[src/rtl/i2s_slave_rx.sv]
module i2s_slave_rx #(
  parameter int SYNC_DEPTH = 2
) (
  input  logic        clk,
  input  logic        rst_n,
  input  logic        sck_i,
  input  logic        ws_i,
  input  logic        sd_i,
  input  logic        en_i,
  input  logic [1:0]  std_i,
  input  logic [1:0]  dlen_i,
  input  logic        chlen_i,
  input  logic        rxne_ie_i,
  input  logic        err_ie_i,
  input  logic        rd_data_i,
  input  logic        rd_stat_i,
  output logic [15:0] data_o,
  output logic        rxne_o,
  output logic        side_o,
  output logic        ovr_o,
  output logic        busy_o,
  output logic        irq_rx_o,
  output logic        irq_err_o
);
  localparam int WORD_W = 16;
  localparam int IDX_W  = 6;
  localparam logic [IDX_W-1:0] IDX_MAX = '1;
  localparam logic [1:0] STD_MSB = 2'b01;
  localparam logic [1:0] STD_LSB = 2'b10;
  localparam logic [1:0] STD_PCM = 2'b11;

  logic [SYNC_DEPTH:0]   sck_q;
  logic [SYNC_DEPTH-1:0] ws_q, sd_q;

  always_ff @(posedge clk or negedge rst_n)
    if (!rst_n) begin
      sck_q <= '0;
      ws_q  <= '0;
      sd_q  <= '0;
    end else begin
      sck_q <= {sck_q[SYNC_DEPTH-1:0], sck_i};
      ws_q  <= {ws_q[SYNC_DEPTH-2:0], ws_i};
      sd_q  <= {sd_q[SYNC_DEPTH-2:0], sd_i};
    end

  wire ws_s     = ws_q[SYNC_DEPTH-1];
  wire sd_s     = sd_q[SYNC_DEPTH-1];
  wire bit_tick = en_i & sck_q[SYNC_DEPTH-1] & ~sck_q[SYNC_DEPTH];

  logic             have_prev, ws_prev, slot_ws, word_side;
  logic [IDX_W-1:0] idx, bits_left;
  logic [WORD_W-2:0] sreg;

  logic [IDX_W-1:0] clen, dbits, start_pos, idx_n, left_after;
  logic             slot_edge, start, shifting, push;
  logic [WORD_W-1:0] word_new, push_word;

  assign clen  = chlen_i ? IDX_W'(32) : IDX_W'(16);
  assign dbits = !chlen_i        ? IDX_W'(16) :
                 (dlen_i == 2'b00) ? IDX_W'(16) :
                 (dlen_i == 2'b01) ? IDX_W'(24) : IDX_W'(32);

  always_comb
    case (std_i)
      STD_MSB: start_pos = '0;
      STD_LSB: start_pos = clen - dbits;
      default: start_pos = IDX_W'(1);
    endcase

  assign slot_edge  = have_prev & ((std_i == STD_PCM) ? (ws_s & ~ws_prev) : (ws_s ^ ws_prev));
  assign idx_n      = slot_edge ? '0 : ((idx == IDX_MAX) ? idx : idx + 1'b1);
  assign start      = (idx_n == start_pos);
  assign shifting   = bit_tick & (start | (bits_left != '0));
  assign left_after = start ? dbits - 1'b1 : bits_left - 1'b1;
  assign word_new   = {sreg, sd_s};
  assign push       = shifting & ((left_after == '0) |
                      ((dbits > IDX_W'(16)) & (left_after == dbits - IDX_W'(16))));
  assign push_word  = ((left_after == '0) && (dbits == IDX_W'(24))) ?
                      {sreg[6:0], sd_s, 8'h00} : word_new;

  always_ff @(posedge clk or negedge rst_n)
    if (!rst_n) begin
      have_prev <= 1'b0;
      ws_prev   <= 1'b0;
      slot_ws   <= 1'b0;
      word_side <= 1'b0;
      idx       <= IDX_MAX;
      bits_left <= '0;
      sreg      <= '0;
    end else if (!en_i) begin
      have_prev <= 1'b0;
      idx       <= IDX_MAX;
      bits_left <= '0;
    end else if (bit_tick) begin
      have_prev <= 1'b1;
      ws_prev   <= ws_s;
      idx       <= idx_n;
      if (slot_edge) slot_ws <= ws_s;
      if (shifting) begin
        sreg      <= word_new[WORD_W-2:0];
        bits_left <= left_after;
      end
      if (start) word_side <= slot_edge ? ws_s : slot_ws;
    end

  logic ovr_seen;
  wire  accept = push & (~rxne_o | rd_data_i);

  always_ff @(posedge clk or negedge rst_n)
    if (!rst_n) begin
      data_o   <= '0;
      rxne_o   <= 1'b0;
      side_o   <= 1'b0;
      ovr_o    <= 1'b0;
      ovr_seen <= 1'b0;
    end else begin
      if (accept) begin
        data_o <= push_word;
        side_o <= word_side;
        rxne_o <= 1'b1;
      end else if (rd_data_i) begin
        rxne_o <= 1'b0;
      end
      if (push && rxne_o && !rd_data_i) begin
        ovr_o    <= 1'b1;
        ovr_seen <= 1'b0;
      end else if (rd_stat_i && ovr_seen) begin
        ovr_o    <= 1'b0;
        ovr_seen <= 1'b0;
      end else if (rd_data_i && ovr_o) begin
        ovr_seen <= 1'b1;
      end
    end

  assign busy_o    = 1'b0;
  assign irq_rx_o  = rxne_ie_i & rxne_o;
  assign irq_err_o = err_ie_i & ovr_o;

  AST_PUSH_SETS_RXNE: assert property (@(posedge clk) disable iff (!rst_n) push |=> rxne_o) else $error("push without rxne");
  AST_READ_CLEARS_RXNE: assert property (@(posedge clk) disable iff (!rst_n) (rd_data_i && !push) |=> !rxne_o) else $error("rxne not cleared");
  AST_OVR_KEEPS_WORD: assert property (@(posedge clk) disable iff (!rst_n) (rxne_o && !rd_data_i && push) |=> (ovr_o && $stable(data_o))) else $error("overrun handling");
  AST_OVR_HOLDS: assert property (@(posedge clk) disable iff (!rst_n) (ovr_o && !rd_stat_i) |=> ovr_o) else $error("overrun cleared early");
  AST_SIDE_ONLY_ON_PUSH: assert property (@(posedge clk) disable iff (!rst_n) !push |=> $stable(side_o)) else $error("side changed without word");
endmodule

[config.mk]
export PLATFORM = sky130hd
export DESIGN_NAME = i2s_slave_rx
export DESIGN_NICKNAME = d
export VERILOG_FILES = /design/src/rtl/i2s_slave_rx.sv
export SDC_FILE = /design/constraint.sdc
export NUM_CORES = 1
export LEC_CHECK = 0
export ABC_AREA = 1
export BUFFER_PORTS_ARGS = -buffer_cell sky130_fd_sc_hd__buf_2
export CAP_MARGIN = 20
export CORE_MARGIN = 1.5
export CORE_UTILIZATION = 37
export CTS_CLUSTER_SIZE = 20
export DETAILED_ROUTE_END_ITERATION = 12
export GPL_ROUTABILITY_DRIVEN = 0
export HOLD_SLACK_MARGIN = 0.03
export SETUP_SLACK_MARGIN = 0.4
export SLEW_MARGIN = 25
export SYNTH_ARGS = -nofsm -noshare
export SYNTH_HDL_FRONTEND = slang
export SYNTH_SLANG_ARGS = --single-unit
[constraint.sdc]
create_clock -name clk -period 6.5 [get_ports clk]
set_clock_uncertainty 0.1 [all_clocks]
set_input_delay 1.625 -clock clk [delete_from_list [all_inputs] [get_ports clk]]
set_output_delay 1.625 -clock clk [all_outputs]
set_load 0.01 [all_outputs]
* Word-level counts from Yosys, hierarchy flattened
Cells that the tools add are included.
** Word-level totals
- Bits of input ports :: 15
- Logic and storage cells :: 89
- Register bits after elaboration :: 58
- Output and inout bits :: 22
** Cells by class
- Multiplexer cells :: 25
- Equality and inequality tests :: 10
- $add $sub $neg :: 5
- Order comparisons :: 1
- Bitwise logic cells :: 17
- Reduce and logical (&&, ||, !) cells :: 16
** Operator list (number)
- 6-bit 2-to-1 mux :: 12
- 16-bit 2-to-1 mux :: 1
- 6-bit equality test :: 2
- 6-bit one-hot mux with 2 select lines :: 1
- 6-bit by 1-bit subtractor with 6-bit output (second input constant) :: 2
- 1-bit 2-to-1 mux :: 11
- 1-bit bitwise AND :: 10
- 6-bit by 1-bit adder with 6-bit output (second input constant) :: 1
- 6-bit by 5-bit equality test with 1-bit output (second input constant) :: 1
- 6-bit equality test (second input constant) :: 1
- 6-bit by 5-bit > comparator with 1-bit output (second input constant) :: 1
- 6-bit zero test :: 1
- 3-bit AND reduction :: 2
- 6-bit nonzero test :: 1
- 6-bit by 5-bit subtractor with 6-bit output (second input constant) :: 1
- 6-bit subtractor :: 1
- 1-bit logical AND :: 5
- 2-bit by 1-bit equality test with 1-bit output (second input constant) :: 2
- 2-bit equality test (second input constant) :: 2
- 2-bit by 1-bit != test with 1-bit output (second input constant) :: 2
- 2-bit AND reduction :: 2
- 2-bit nonzero test :: 2
- 1-bit inverter :: 3
- 1-bit bitwise OR :: 3
- other kinds (4) :: 4

* Logic depth before layout (Yosys ltp)
- Depth after elaboration :: 15
- Gate-level depth with buffers :: 26
- Mapped depth without buffers :: 25

* Worst setup path before layout
Ideal clock, no wire load.
- Path kind :: input -> register
- Start :: input port std_i[0]
- End :: register data_o[10]
- Library setup time :: 0.119 ns
- Slack :: 2.205 ns
- Required time :: 6.281 ns
- Cell stages on the path :: 25
- Arrival :: 4.077 ns
- Path buffers :: 3
- Cell sequence :: ha_1 > inv_1 > nand2_1 > nand3_1 > buf_2 > nand2_1 > nand2_1 > nand3_1 > nor2_2 > nand2_1 > buf_6 > nand2_1 > ha_1 > inv_1 > a21oi_2 > nand2_2 > nand2_2 > nand2_2 > nor2_8 > nand2_2 > nand2_4 > nand3_4 > buf_6 > nand2_1 > nand2_1
** Between the ends
- Word-level cells in the longest chain between the ends :: 11
- Elaborated cells on any way between the ends :: 19
- Those cells by class :: 5 x eq/ne; 5 x mux; 7 x bitwise; 2 x reduce/logical
** RTL lines
- start: declaration :: RTL line 10 : input logic [1:0] std_i,
- 2-bit equality test :: RTL line 70 : assign slot_edge = have_prev & ((std_i == STD_PCM) ? (ws_s & ~ws_prev) : (ws_s ^ ws_prev));
- 1-bit 2-to-1 mux :: RTL line 70
- 1-bit bitwise AND :: RTL line 70
- 6-bit 2-to-1 mux :: RTL line 71 : assign idx_n = slot_edge ? '0 : ((idx == IDX_MAX) ? idx : idx + 1'b1);
- 6-bit equality test (*) :: RTL line 72 : assign start = (idx_n == start_pos);
- 6-bit 2-to-1 mux :: RTL line 74 : assign left_after = start ? dbits - 1'b1 : bits_left - 1'b1;
- 6-bit equality test :: RTL line 77 : ((dbits > IDX_W'(16)) & (left_after == dbits - IDX_W'(16))));
- 1-bit bitwise AND :: RTL line 77
- 1-bit bitwise OR :: RTL line 76 : assign push = shifting & ((left_after == '0) |
- 1-bit bitwise AND :: RTL line 76
- 1-bit bitwise AND :: RTL line 107 : wire accept = push & (~rxne_o | rd_data_i);
- end signal: assignment :: RTL line 118 : data_o <= push_word;
- end: declaration :: RTL line 17 : output logic [15:0] data_o,
Mark *: on every way between the ends. The rest lies on a longest branch, timed or not.
A chain may end at the register's enable or synchronous reset.

* Worst setup path in the final report
- Start :: input port chlen_i
- End :: register data_o[3]
** Between the ends
- Word-level cells in the longest chain between the ends :: 10
- Elaborated cells on any way between the ends :: 20
- Those cells by class :: 3 x add/sub; 1 x order compare; 3 x eq/ne; 5 x mux; 6 x bitwise; 2 x reduce/logical
** RTL lines
- start: declaration :: RTL line 12 : input logic chlen_i,
- 6-bit 2-to-1 mux (on tied branches) :: RTL line 59, 58
- 6-bit subtractor :: RTL line 66 : STD_LSB: start_pos = clen - dbits;
- 6-bit one-hot mux with 2 select lines :: RTL line 64 : case (std_i)
- 6-bit equality test :: RTL line 72
- 6-bit 2-to-1 mux :: RTL line 74
- 6-bit equality test :: RTL line 77
- 1-bit bitwise AND :: RTL line 77
- 1-bit bitwise OR :: RTL line 76
- 1-bit bitwise AND :: RTL line 76
- 1-bit bitwise AND :: RTL line 107
Several ways; a longest one is shown, not always the timed one.

==> impl_metrics.ini <==
[run_status]
outcome = finished clean

[cts]
cts_resized = 0
clockBufferDepth = 2
htree_levels = 3
post_cts_buffers = 0
cts_hold_buf = 0
cts_made_buffers = 9
cts_root_buffer = clkbuf_8
cts_tree = built
cts.sinks = 58
clock_latency_ns = 0.34
clk_pin_slew_ns = 0.06

[finish]
antenna_cells = 0
fin_nets = 463
fill_cells = 861
fin_area_um2 = 3540
drive_above_1_share = 0.179
area_delta_synth_final_pct = 13.7

[synth]
synth_nets = 430
synth_top_area_frac = 0.418
yosysMostFrequentCell = nand2_1
synth_area_per_cell_um2 = 7.62
synth_cell_types = 31
netlist_top_cells_count = nand2_1, dfrtp_1, inv_1, nand4_1, nand3_1
synthTopCellsByArea = dfrtp_1, nand2_1, nand4_1, inv_1, dfstp_2
yosys_warnings = 0
synth_seq_cells = 58
syn_area_um2 = 3120
netlist_instances = 409
async_flop_share = 1.00
seq_area_frac_synth = 0.468
synth_ff_type = dfrtp_1
synth_edf_count = 0
yosysTopAreaCell = dfrtp_1

[pwr]
switching_share = 0.374
clkPwrFrac = 0.292
vdd_ir_drop_max_mv = 0.0951
power.internal_w = 0.000695
leakage_nw = 2.10
p_sw_w = 0.000416
pwr-share-seq = 0.392
powerDensity_nw_per_um2 = 313
totalPowerFinal_w = 0.00111
comb_power_share = 0.316

[die]
die_w_um = 94.8
fp.dieArea_um2 = 8980
start_util = 0.381
ioPinCount = 37
die_h_um = 94.8
rows = 33
coreArea_um2 = 8180

[global_route]
grt_pass1_wl_um = 11200
overflow = 0
grt_max_degree = 59
grt_antenna_before_repair = 0
grt_pass1_vias = 2445
track_usage = 0.162

[job]
maxCapViolCount = 0

[routing]
dr.first_iter.drc_count = 128
drc = 0
met3WireLength_um = 301
routedWlPerCell_um = 11.8
drt-vias-per-instance = 4.80
via_count = 2644
wl_met1_um = 3300
routed_wl_um = 6530
ant_nets = 0
maxUsedRoutingLayer = met4
firstDrtPassIters = 4
wl_met2_um = 2790

[placed_design]
place_hpwl_um = 4640
placed_area_um2 = 3350
portBuffers = 35
pre_cts_slack_ns = 1.38

[worst_hold_path]
hold_path_class = flop to flop

[timing]
maxSlewHeadroom = 0.462
setup_slack_ns = 1.71
hold_viol = 0
fin_crit_sh = 0.736
fmax_ghz = 0.209
final-max-slew-violation-count = 0
grt_setup_unrepaired = no
worst_pin_slew_ns = 0.804
setup_viol = 0
fin_crit_ns = 4.79
tns_ns = 0

[setup_path]
worstPathMaxFanout = 19
cp-start-kind = primary input
arrival_ns = 4.91
cp-end-kind = flop
cp.required_ns = 6.62
path_class = primary input to flop
## worst paths after layout
kind / startpoint / to / slack (ns) / cells after the start
setup / recovery: chlen_i / data_o[3] / 1.71 / 21
hold / removal: sck_q[0] / sck_q[1] / 0.25 / 0
setup reg to reg: ws_q[1] / data_o[3] / 2.76 / 20
hold reg to reg: sck_q[0] / sck_q[1] / 0.25 / 0
max in group asynchronous: rst_n / data_o[0] / 4.50 / 2
min in group asynchronous: rst_n / ws_q[0] / 1.32 / 2
## cell type report
cell class	instances	area (µm²)	area share
flip-flops and latches	58	1460	0.412
clock buffers	10	138	0.0388
clock inverters	5	55.1	0.0155
repair buffers	37	190	0.0537
well taps	105	131	0.0371
multi-input cells	285	1380	0.389
inverters	51	191	0.0540
## cells in the final DEF, fill, tap and decap left out, drive strengths merged
cell        n
bufinv      1
dfrtp      52
nor3        2
a21oi       2
conb        1
nand4      32
o22ai       3
xor2        1
buf        37
ha          6
clkinv      2
clkinvlp    2
clkbuf     10
nand3      27
nor2       20
nand2     173
inv        51
o21ai      11
nand3b      1
a22oi       5
dfstp       6
o31ai       1
## flip-flops by register name, summed over array words and instances, names as in the netlist
signal / flops
bits_left: 6
data_o: 16
have_prev: 1
idx: 6
ovr_o: 1
ovr_seen: 1
rxne_o: 1
sck_q: 3
sd_q: 2
side_o: 1
slot_ws: 1
sreg: 15
word_side: 1
ws_prev: 1
ws_q: 2
## stage by stage
step                instances  utilization  hold WS (ns)
floorplan                 409            -         0.231
global route              551        0.433         0.257
detailed placement        536        0.410         0.236
CTS                       551        0.433         0.252
finish                    551        0.433         0.249
global placement          536        0.410         0.232
## critical path, stage by stage
cell     delay (ns)
buf_2          0.11
nand2_1        0.05
nor2_1         0.61
nand3_1        0.22
nand3_1        0.17
inv_1          0.06
nor2_2         0.12
nand2_1        0.23
nand2_1        0.17
ha_1           0.17
inv_1          0.06
nand3_1        0.08
nand2_1        0.09
nor2_2         0.14
nand2_2        0.11
nor2_8         0.18
nand2_2        0.08
nand2_4        0.20
nand3_4        0.23
nand2_1        0.14
nand2_1        0.06
## metal layers
layer	vias up	track usage
met4	0	0.0896
met5	-	0
met1	1193	0.223
met3	11	0.0346
met2	71	0.236
li1	1369	-
## cells by family (layout without fill, tap and decap cells)
| group | after synthesis | in the layout | synth area share |
|---|---|---|---|
| XOR/XNOR | 1 | 1 | 0.00281 |
| buffers and inverters | 66 | 103 | 0.0895 |
| AND/OR/NAND/NOR | 255 | 255 | 0.372 |
| flip-flops | 58 | 58 | 0.468 |
| adder cells (fa/ha/maj) | 6 | 6 | 0.0241 |
| AO/OA/AOI/OAI | 22 | 22 | 0.0426 |
| other | 1 | 1 | 0.00120 |
## power by group through the flow
stage | Combinational [W] | Clock [W] | Sequential, W
6_report | 0.000351 | 0.000324 | 0.000435
3_5_place_dp | 0.000347 | 0 | 0.000441
5_1_grt | 0.000403 | 0.000353 | 0.000440
2_1_floorplan | 0.000295 | 0 | 0.000431
4_1_cts | 0.000348 | 0.000336 | 0.000434
3_3_place_gp | 0.000343 | 0 | 0.000441
(Power assumes the default switching activity.)
